## src/rtl/tw_pkg.sv

```systemverilog
package tw_pkg;

    localparam int DATA_W   = 8;
    localparam int ADDR_W   = 4;
    localparam int SLOTS    = 2 * DATA_W;
    localparam int SLOT_W   = $clog2(SLOTS);
    localparam int RD_FIRST = SLOTS - DATA_W - 1;
    localparam int RD_LAST  = RD_FIRST + DATA_W - 1;
    localparam logic [2:0] CFG_OPCODE = 3'b111;

    typedef enum logic [1:0] {
        KIND_CMD = 2'b00,
        KIND_CFG = 2'b01,
        KIND_RD  = 2'b10,
        KIND_RSV = 2'b11
    } xfer_kind_e;

    typedef enum logic [2:0] {
        PH_IDLE,
        PH_CSHI,
        PH_LOW,
        PH_HIGH,
        PH_TAIL
    } phase_e;

    typedef struct packed {
        logic [SLOTS-1:0] bits;
        logic             drive;
    } frame_t;

    function automatic logic odd_fill(input logic [DATA_W-1:0] d);
        return ~(^d);
    endfunction

endpackage

```

## src/rtl/tw_half_timer.sv

```systemverilog
module tw_half_timer #(
    parameter int HALF_CYCLES = 4
) (
    input  logic clk,
    input  logic rst,
    input  logic clr,
    output logic tick
);
    localparam int CW = $clog2(HALF_CYCLES) + 1;
    localparam logic [CW-1:0] LAST = CW'(HALF_CYCLES - 1);

    logic [CW-1:0] cnt;

    assign tick = !clr && (cnt == LAST);

    always_ff @(posedge clk) begin
        if (rst || clr || tick) begin
            cnt <= '0;
        end else begin
            cnt <= cnt + 1'b1;
        end
    end
endmodule

```

## src/rtl/tw_frame_build.sv

```systemverilog
module tw_frame_build
    import tw_pkg::*;
(
    input  xfer_kind_e        kind,
    input  logic [ADDR_W-1:0] addr,
    input  logic [DATA_W-1:0] d0,
    input  logic [DATA_W-1:0] d1,
    output frame_t            frame
);
    always_comb begin
        frame = '0;
        unique case (kind)
            KIND_CMD: begin
                frame.bits  = {d0, d1};
                frame.drive = 1'b1;
            end
            KIND_CFG: begin
                frame.bits  = {CFG_OPCODE, addr, d0, odd_fill(d0)};
                frame.drive = 1'b1;
            end
            default: begin
                frame.bits  = '0;
                frame.drive = 1'b0;
            end
        endcase
    end
endmodule

```

## src/rtl/tw_pin_ctrl.sv

```systemverilog
module tw_pin_ctrl
    import tw_pkg::*;
(
    input  phase_e phase,
    input  logic   drive,
    input  logic   bit_out,
    output logic   cs,
    output logic   sclk,
    output logic   sclk_oe,
    output logic   sdata,
    output logic   sdata_oe
);
    always_comb begin
        cs       = (phase == PH_IDLE) || (phase == PH_CSHI);
        sclk     = (phase == PH_HIGH);
        sclk_oe  = (phase != PH_IDLE);
        sdata_oe = drive && ((phase == PH_LOW) || (phase == PH_HIGH));
        sdata    = sdata_oe ? bit_out : 1'b0;
    end
endmodule

```

## src/rtl/tw_cmd_master.sv

```systemverilog
module tw_cmd_master
    import tw_pkg::*;
#(
    parameter int HALF_CYCLES = 4
) (
    input  logic              clk,
    input  logic              rst,
    input  logic              req_i,
    input  logic [1:0]        kind_i,
    input  logic [ADDR_W-1:0] addr_i,
    input  logic [DATA_W-1:0] data0_i,
    input  logic [DATA_W-1:0] data1_i,
    output logic              busy_o,
    output logic              done_o,
    output logic [DATA_W-1:0] rdata_o,
    output logic              cs_o,
    output logic              sclk_o,
    output logic              sclk_oe_o,
    output logic              sdata_o,
    output logic              sdata_oe_o,
    input  logic              sdata_i
);
    localparam logic [SLOT_W-1:0] SLOT_END = SLOT_W'(SLOTS - 1);
    localparam logic [SLOT_W-1:0] RD_LO    = SLOT_W'(RD_FIRST);
    localparam logic [SLOT_W-1:0] RD_HI    = SLOT_W'(RD_LAST);

    phase_e            phase;
    logic [SLOT_W-1:0] slot;
    logic [SLOTS-1:0]  shreg;
    logic              drive;
    logic [DATA_W-1:0] rx;
    logic              done_q;
    logic              tick;
    frame_t            frame;
    xfer_kind_e        kind;
    logic              accept;
    logic              in_window;

    assign kind      = xfer_kind_e'(kind_i);
    assign accept    = (phase == PH_IDLE) && req_i && (kind != KIND_RSV);
    assign in_window = !drive && (slot >= RD_LO) && (slot <= RD_HI);

    tw_frame_build u_frame (
        .kind  (kind),
        .addr  (addr_i),
        .d0    (data0_i),
        .d1    (data1_i),
        .frame (frame)
    );

    tw_half_timer #(.HALF_CYCLES(HALF_CYCLES)) u_timer (
        .clk  (clk),
        .rst  (rst),
        .clr  (phase == PH_IDLE),
        .tick (tick)
    );

    tw_pin_ctrl u_pins (
        .phase    (phase),
        .drive    (drive),
        .bit_out  (shreg[SLOTS-1]),
        .cs       (cs_o),
        .sclk     (sclk_o),
        .sclk_oe  (sclk_oe_o),
        .sdata    (sdata_o),
        .sdata_oe (sdata_oe_o)
    );

    always_ff @(posedge clk) begin
        if (rst) begin
            phase  <= PH_IDLE;
            slot   <= '0;
            shreg  <= '0;
            drive  <= 1'b0;
            rx     <= '0;
            done_q <= 1'b0;
        end else begin
            done_q <= 1'b0;
            unique case (phase)
                PH_IDLE: begin
                    if (accept) begin
                        shreg <= frame.bits;
                        drive <= frame.drive;
                        slot  <= '0;
                        phase <= PH_CSHI;
                    end
                end
                PH_CSHI: if (tick) phase <= PH_LOW;
                PH_LOW:  if (tick) phase <= PH_HIGH;
                PH_HIGH: begin
                    if (tick) begin
                        if (in_window) begin
                            rx <= {rx[DATA_W-2:0], sdata_i};
                        end
                        shreg <= {shreg[SLOTS-2:0], 1'b0};
                        if (slot == SLOT_END) begin
                            phase <= PH_TAIL;
                        end else begin
                            slot  <= slot + 1'b1;
                            phase <= PH_LOW;
                        end
                    end
                end
                PH_TAIL: begin
                    if (tick) begin
                        phase  <= PH_IDLE;
                        done_q <= 1'b1;
                    end
                end
                default: phase <= PH_IDLE;
            endcase
        end
    end

    assign busy_o  = (phase != PH_IDLE);
    assign done_o  = done_q;
    assign rdata_o = rx;

endmodule

```

## config.mk

```make
export PLATFORM = sky130hd
export DESIGN_NAME = tw_cmd_master
export DESIGN_NICKNAME = d
export VERILOG_FILES = /design/src/rtl/tw_pkg.sv /design/src/rtl/tw_half_timer.sv /design/src/rtl/tw_frame_build.sv /design/src/rtl/tw_pin_ctrl.sv /design/src/rtl/tw_cmd_master.sv
export SDC_FILE = /design/constraint.sdc
export NUM_CORES = 1
export LEC_CHECK = 0
export BUFFER_PORTS_ARGS = -buffer_cell sky130_fd_sc_hd__buf_2
export CORE_UTILIZATION = 50
export CTS_CLUSTER_SIZE = 12
export DETAILED_ROUTE_END_ITERATION = 6
export PLACE_DENSITY = 0.74
export SLEW_MARGIN = 25
export SYNTH_ARGS = -nofsm -noshare
export SYNTH_HDL_FRONTEND = slang
export SYNTH_SLANG_ARGS = --single-unit
```

## constraint.sdc

```tcl
create_clock -name clk -period 3.45 [get_ports clk]
set_input_delay 0.345 -clock clk [delete_from_list [all_inputs] [get_ports clk]]
set_output_delay 0.345 -clock clk [all_outputs]
set_load 0.1 [all_outputs]
```

After elaboration in Yosys (flattened, before gate mapping):

Cells that the tools add are included.
W data, S select, Z words.

* reduce and logical (&&, ||, !) cells: 23
* equal/unequal tests: 14
* bitwise logic cells: 2
* add/subtract/negate cells: 2
* mux-type cells: 17
* order comparisons: 2

Operator list (count)
* $pmux W17 S2: 1
* $mux W16: 2
* $pmux W16 S2: 1
* $mux W3: 6
* $pmux W3 S5: 1
* $mux W4: 3
* $ne A2 B2 Y1 const B: 5
* $eq A3 B2 Y1 const B: 3
* $pmux W4 S2: 1
* $reduce_xor A8 Y1: 1
* $logic_and A1 B1 Y1: 6
* $reduce_and A3 Y1: 2
* $reduce_and A5 Y1: 1
* $add A4 B1 Y4 const B: 1
* $eq A4 B4 Y1 const B: 1
* $ge A4 B3 Y1 const B: 1
* $le A4 B4 Y1 const B: 1
* $logic_or A1 B1 Y1: 4
* $ne A2 B1 Y1 const B: 2
* $reduce_and A4 Y1: 1
* $add A3 B1 Y3 const B: 1
* $eq A3 B1 Y1 const B: 1
* $eq A3 B3 Y1 const B: 1
* $logic_not A3 Y1: 1
* other kinds (9): 12

* register bits after elaboration: 36
* word-level logic and storage cells: 67
* input bits: 26

Longest topological paths before layout:

Gate-level depths: netlist (run 1).

* depth in word-level cells: 5
* gate-level depth with buffers: 7
* gate-level depth less buffers: 6

Hierarchy:

Synthesis (run 1) repeated with hierarchy kept, for this count alone.

* cells, all modules: 215
* area total of the unflattened synthesis: 1933.1 um^2

By module, submodules not included
* tw_cmd_master: instances 1, cells an instance 156, area each 1480.2 um^2
* tw_frame_build: instances 1, cells an instance 44, area each 289.0 um^2
* tw_half_timer: instances 1, cells an instance 10, area each 122.6 um^2
* tw_pin_ctrl: instances 1, cells an instance 5, area each 41.3 um^2

Worst setup path before layout (run 1):

OpenSTA, ideal clock, no wires.

* path kind: register to output
* start: register phase[2]
* end: output sdata_o
* cell stages (with the launch flop): 4
* data required time: 3.105 ns
* data arrival time: 2.134 ns
* path slack: 0.971 ns
* path through: dfxtp_1 -> buf_6 -> and3b_1 -> and2_1

* word-level cells in the longest chain between the ends: 4
* elaborated cells on any way between the ends: 5
* those cells by class: eq/ne: 2; mux: 1; reduce/logical: 2

Ends and longest elaborated chain
* start, declared: line tw_cmd_master.sv:27 `phase_e phase;`
* start signal, assigned: line tw_cmd_master.sv:71 `phase <= PH_IDLE;`
* start signal, assigned: line tw_cmd_master.sv:85 `phase <= PH_CSHI;`
* start signal, assigned: line tw_cmd_master.sv:88 `PH_CSHI: if (tick) phase <= PH_LOW;`
* $eq A3 B2 Y1: line tw_pin_ctrl.sv:17 `sdata_oe = drive && ((phase == PH_LOW) || (phase == PH_HIGH));`
* $logic_or A1 B1 Y1 (*): line tw_pin_ctrl.sv:17
* $logic_and A1 B1 Y1 (*): line tw_pin_ctrl.sv:17
* net sdata_oe_o: line tw_cmd_master.sv:20 `output logic sdata_oe_o,`
* $mux W1 (*): line tw_pin_ctrl.sv:18 `sdata = sdata_oe ? bit_out : 1'b0;`
* end, declared: line tw_cmd_master.sv:19 `output logic sdata_o,`

Mark *: on every way through the listed nets, which the timed path passes. The rest lies on a longest branch.

Worst setup path in the final report (run 1):

* start: register u_timer.cnt[0]
* end: register shreg[3]

* word-level cells in the longest chain between the ends: 4

Ends and longest elaborated chain
* start, declared: line tw_half_timer.sv:12 `logic [CW-1:0] cnt;`
* start signal, assigned: line tw_half_timer.sv:20 `cnt <= cnt + 1'b1;`
* $eq A3 B2 Y1: line tw_half_timer.sv:14 `assign tick = !clr && (cnt == LAST);`
* $logic_and A1 B1 Y1: line tw_half_timer.sv:14
* $ne A2 B1 Y1 (no source line)
* $reduce_and A3 Y1 (no source line)
* end signal, assigned: line tw_cmd_master.sv:82 `shreg <= frame.bits;`
* end signal, assigned: line tw_cmd_master.sv:95 `shreg <= {shreg[SLOTS-2:0], 1'b0};`
* end, declared: line tw_cmd_master.sv:29 `logic [SLOTS-1:0] shreg;`

No other way between the ends.
A chain may end at the register's enable or synchronous reset.

==> results.json, run 1 <==
{
  "place_inst": 285,
  "period_share_pct": 69.1,
  "portBuffers": 40,
  "cts-root-buf": "clkbuf_8",
  "wl_per_cell_um": 13.2,
  "leakagePower_uw": 0.000887,
  "synth_top_family_by_area": "simple AND/OR/NAND/NOR gates",
  "relSlewSlack_pct": 52.8,
  "synth.distinct_cells": 38,
  "seq_area_frac_synth_pct": 38.1,
  "die_area_um2": 4030,
  "clk_pin_slew_ns": 0.07,
  "fmax_mhz": 420,
  "htree_levels": 2,
  "power_density_nw_per_um2": 437,
  "hold_violations": 0,
  "place_congestion": 0.795,
  "clock_skew_ns": 0.00860,
  "synth.area.top_cells": "dfxtp_1 38%, mux2i_1 11%, a211oi_1 6.8%, nor2_1 6.2%, a21oi_1 5.8%",
  "core.rowCount": 21,
  "netlist.top_cell.by_area": "dfxtp_1",
  "postSynthCellCount": 217,
  "drive_gt1_share_pct": 22.7,
  "pin_count": 41,
  "ys_warn_count": 0,
  "synth_ff_type": "dfxtp_1",
  "die_width_um": 63.5,
  "ant_nets": 0,
  "grt_pass1_vias": 1510,
  "synth_xor_area_share_pct": 3.24,
  "syn-num-nets": 247,
  "tightestPinTransition_ns": 0.694,
  "overflow": 0,
  "initial_core_util_pct": 54.5,
  "cts_resized": 0,
  "hp-class": "in2reg",
  "post-dp-hpwl_mm": 2.79,
  "synth-async-reset-ratio_pct": 0,
  "clock_latency_ns": 0.29,
  "synth_edf_count": 0,
  "endpoint_kind": "flip-flop",
  "clkSinkCount": 36,
  "area_growth_pct": 15.1,
  "syn_area_um2": 1890,
  "irDropWorstVdd_v": 0.000290,
  "status": "finished clean",
  "die_h_um": 63.5,
  "drt-initial-drc-count": 124,
  "setup_violations": 0,
  "drc_errors": 0,
  "wl_mm": 3.88,
  "core_um2": 3470,
  "track_usage_pct": 21.2,
  "slew_violations": 0,
  "grt_max_degree": 37,
  "tns_ns": 0,
  "cts_tree": "built",
  "cts_buffers": 5,
  "fin_cells": 293,
  "synth_compound_area_share_pct": 17.7,
  "post_cts_buffers": 0,
  "antenna_found_initial": 0,
  "synthMuxAreaShare_pct": 11.1,
  "vias": 1640,
  "maxCapViolations": 0,
  "first_pass_iters": 4,
  "cp.required_ns": 3.65,
  "routed_via_density": 5.60,
  "n_antenna_cell": 0,
  "grt_pass1_wl_mm": 6.62,
  "cp_data_arrival_time_ns": 2.58,
  "synth_top_area_share_pct": 38.1,
  "synthAdderAreaFrac_pct": 2.65,
  "ctsLongestPathBuffers": 2,
  "cp_max_fo": 16,
  "critPathLaunchType": "flip-flop",
  "crit_type": "reg2reg",
  "synth-simple-area-share_pct": 21.1,
  "avgSynthCellArea_um2": 8.71,
  "fin_crit_ns": 2.38,
  "final_nets": 276,
  "cts_hold_buf": 0,
  "ys_seq_elements": 36,
  "rsz0062_at_grt": "no"
}
[metrics by stage]
step	area, um^2	hold WS, ns	setup WS, ns	power (uW)	util, %
after global routing	2180	0.324	0.836	992	62.7
final	2180	0.299	1.07	951	62.7
after global placement	2070	0.414	1.19	593	59.6
after CTS	2180	0.290	1.05	958	62.7
after floorplan	1890	0.405	0.971	560	-
after detailed placement	2070	0.430	1.08	596	59.6
[cell type report]
| class | count | area (um^2) |
|---|---|---|
| clock buffer | 6 | 72.6 |
| clock inverter | 2 | 35.0 |
| fill | 342 | 1290 |
| inverter | 4 | 15.0 |
| multi-input combinational | 157 | 1060 |
| sequential | 36 | 721 |
| tap | 46 | 57.6 |
| timing repair buffer | 42 | 215 |
[flip-flops by register name, summed over array words and instances, names as in the netlist]
register and count:
rdata_o 8, done_o 1, phase 3, drive 1, shreg 16, slot 4
u_timer.cnt 3
[logic make-up after synthesis]
family,after synthesis
muxes,21
AOI/OAI and AO/OA,53
and+or+nand+nor,72
buffers and inverters,24
adders and majority gates,4
xor gates and xnor gates,7
DFF,36
[layer usage]
metal	vias to the layer above	track usage, %	share of wire [%]
li1	843	-	-
met1	744	25.4	47
met2	46	35.8	47
met3	7	5.07	4.1
met4	0	9.09	1.6
met5	-	0	0
[layout by cell type, fill, tap and decap left out, drive strengths merged]
cell type / n
o21ai: 4
a32oi: 1
o22a: 1
xnor2: 6
clkbuf: 6
ha: 4
bufinv: 1
and4b: 1
o21a: 1
nor2b: 1
xor2: 1
inv: 4
nor2: 31
o31ai: 1
nand4b: 1
buf: 42
a211oi: 17
a21o: 1
and3b: 2
nor3: 18
or3b: 1
nand2: 4
a21oi: 22
or4: 2
clkinv: 1
or2: 1
nor4b: 2
a21bo: 1
dfxtp: 36
o211ai: 1
nand3: 3
nor4: 4
and2: 1
a21boi: 1
a31oi: 2
mux2i: 21
[cells in the mapped netlist, types with 4 or more instances]
cell,number
dfxtp_1,36
nor2_1,31
a21oi_1,22
mux2i_1,21
a211oi_1,17
nor3_1,17
clkbuf_1,12
xnor2_1,6
buf_2,4
ha_1,4
inv_1,4
nand2_1,4
o21ai_0,4
[critical path, cell delays in order (launching register included)]
cell	delay, ns
dfxtp_1	0.35
ha_1	0.15
ha_1	0.41
nand4b_4	0.20
mux2i_2	0.60
buf_4	0.32
nor2_1	0.06
a211oi_1	0.21
[power breakdown]
part           switching (uW)  total (uW)  internal, uW  leakage, uW
registers                13.3         447           434     0.000293
logic                    84.4         139          54.5     0.000538
clock network             150         364           214    0.0000552
total                     248         951           703     0.000887
[final timing paths]
kind	startpoint	endpoint	slack [ns]	depth (start not counted)
max	u_timer.cnt[0]	shreg[3]	1.07	7
min	sdata_i	rdata_o[0]	0.30	3
max reg2reg	u_timer.cnt[0]	shreg[3]	1.07	7
min reg2reg	u_timer.cnt[0]	u_timer.cnt[0]	0.45	1
Note: power is estimated with default switching activity, not from simulation.
==> run 2, diff against run 1 <==
==> constraint.sdc (replaced) <==
create_clock -name clk -period 2.4 [get_ports clk]
set_input_delay 0.24 -clock clk [delete_from_list [all_inputs] [get_ports clk]]
set_output_delay 0.24 -clock clk [all_outputs]
set_load 0.1 [all_outputs]
==> run 2 against run 1 <==
Against the previous run:
- total power is 35% higher
- clock power is 21% higher
- setup slack worse by 0.58 ns
- largest cell class unchanged
- final cell count is 0.68% higher
- cell area is 0.57% higher
- critical endpoint is now rdata_o[7]
- via count is 1.3% higher
- maximum frequency is 24% higher
- sequential power is 44% higher
- first-iteration DRC count is 6.5% lower
==> results.json, run 2 (synthesis gave the netlist of run 1 again) <==
{
  "status": "finished clean",
  "worstReg2RegStart": "u_timer.cnt[0]",
  "cts_resized": 0,
  "die_h_um": 63.5,
  "grt_pass1_wl_mm": 6.69,
  "ctsLongestPathBuffers": 2,
  "cts_buffers": 5,
  "ant_nets": 0,
  "grt_pass1_vias": 1481,
  "tightestPinTransition_ns": 0.640,
  "hold_slack_ns": 0.209,
  "n_antenna_cell": 0,
  "core.rowCount": 21,
  "fin_crit_ns": 1.92,
  "critPathLaunchType": "flip-flop",
  "initial_core_util_pct": 54.5,
  "period_share_pct": 79.8,
  "endpoint_kind": "flip-flop",
  "die_area_um2": 4030,
  "relSlewSlack_pct": 57.3,
  "tns_ns": 0,
  "hold_violations": 0,
  "cp.required_ns": 2.54,
  "cts_hold_buf": 0,
  "cts_tree": "built",
  "htree_levels": 2,
  "r2r_setup_slack_ns": 0.48,
  "track_usage_pct": 21.2,
  "antenna_found_initial": 0,
  "crit_type": "reg2reg",
  "overflow": 0,
  "fill_cells": 323,
  "cp_data_arrival_time_ns": 2.06,
  "mostFrequentLayoutCells": "39 x buf_2, 36 x dfxtp_1, 31 x nor2_1",
  "place_congestion": 0.825,
  "setup_violations": 0,
  "critPathLaunch": "u_timer.cnt[0]",
  "first_pass_iters": 4,
  "timing.rr.end": "rdata_o[7]",
  "area_growth_pct": 15.8,
  "wl_per_cell_um": 12.9,
  "top_register": "shreg",
  "wl_mm": 3.79,
  "final_nets": 278,
  "irDropWorstVdd_v": 0.000278,
  "rsz0062_at_grt": "no",
  "core_um2": 3470,
  "final_common_cell": "buf_2",
  "die_width_um": 63.5,
  "worstSetupEndpoint": "rdata_o[7]",
  "fmax_mhz": 522,
  "post_cts_buffers": 0,
  "routed_via_density": 5.63,
  "vias": 1661,
  "leakagePower_uw": 0.000890,
  "power_density_nw_per_um2": 585,
  "post-dp-hpwl_mm": 2.71,
  "maxCapViolations": 0,
  "drt-initial-drc-count": 116,
  "hp-class": "in2reg",
  "cp_max_fo": 5,
  "clk_pin_slew_ns": 0.07,
  "clock_latency_ns": 0.28,
  "grt_max_degree": 37,
  "drive_gt1_share_pct": 22.9,
  "clock_skew_ns": 0.00466,
  "largest_register_ffs": 16,
  "portBuffers": 40,
  "cts-root-buf": "clkbuf_8",
  "ff2ff_path_depth": 7,
  "slew_violations": 0,
  "pin_count": 41,
  "drc_errors": 0,
  "clkSinkCount": 36
}
run 2: routing by layer:
metal  GRT usage, %  part of all wire (%)
met5              0                     0
met3           5.25                   4.8
met4           8.52                   1.6
met2           34.6                    44
met1           26.5                    49
run 2: how the worst min path moves through the flow:
stage / startpoint / endpoint / cells after the start
floorplan: sdata_i / rdata_o[0] / 2
global placement: u_timer.cnt[0] / u_timer.cnt[0] / 1
detailed placement: u_timer.cnt[0] / u_timer.cnt[0] / 1
CTS: sdata_i / rdata_o[0] / 3
global route: sdata_i / rdata_o[0] / 3
finish: sdata_i / rdata_o[0] / 3
run 2: cell type report:
class                   count  area, um^2  area share [%]
clock buffers               8        90.1            4.12
well taps                  46        57.6            2.63
inverters                   4        15.0           0.686
multi-input cells         157        1060            48.4
repair buffers             44         245            11.2
flip-flops and latches     36         721            32.9
run 2: per-stage QoR:
| step | cell area [um^2] | total power [uW] | utilization (%) | setup slack (ns) | instances |
|---|---|---|---|---|---|
| final | 2190 | 1280 | 63.1 | 0.484 | 295 |
| after global routing | 2190 | 1340 | 63.1 | 0.343 | 295 |
| after CTS | 2190 | 1290 | 63.1 | 0.460 | 295 |
| after detailed placement | 2100 | 854 | 60.5 | 0.474 | 287 |
| after global placement | 2100 | 852 | 60.5 | 0.568 | 287 |
| after floorplan | 1890 | 806 | - | 0.0257 | 217 |
run 2: report_power, final:
group	switching [uW]	leakage (uW)	internal [uW]	total (uW)
Clock	205	0.0000455	234	439
Sequential	18.5	0.000293	624	643
Combinational	121	0.000551	78.2	199
Total	345	0.000890	936	1280
run 2: critical path, stage by stage (launching register included):
cell and delay (ns):
dfxtp_1 0.34, ha_1 0.15, ha_1 0.20, nand4b_4 0.16
nor4_4 0.43, buf_4 0.23, mux2i_1 0.20, nor2_1 0.06
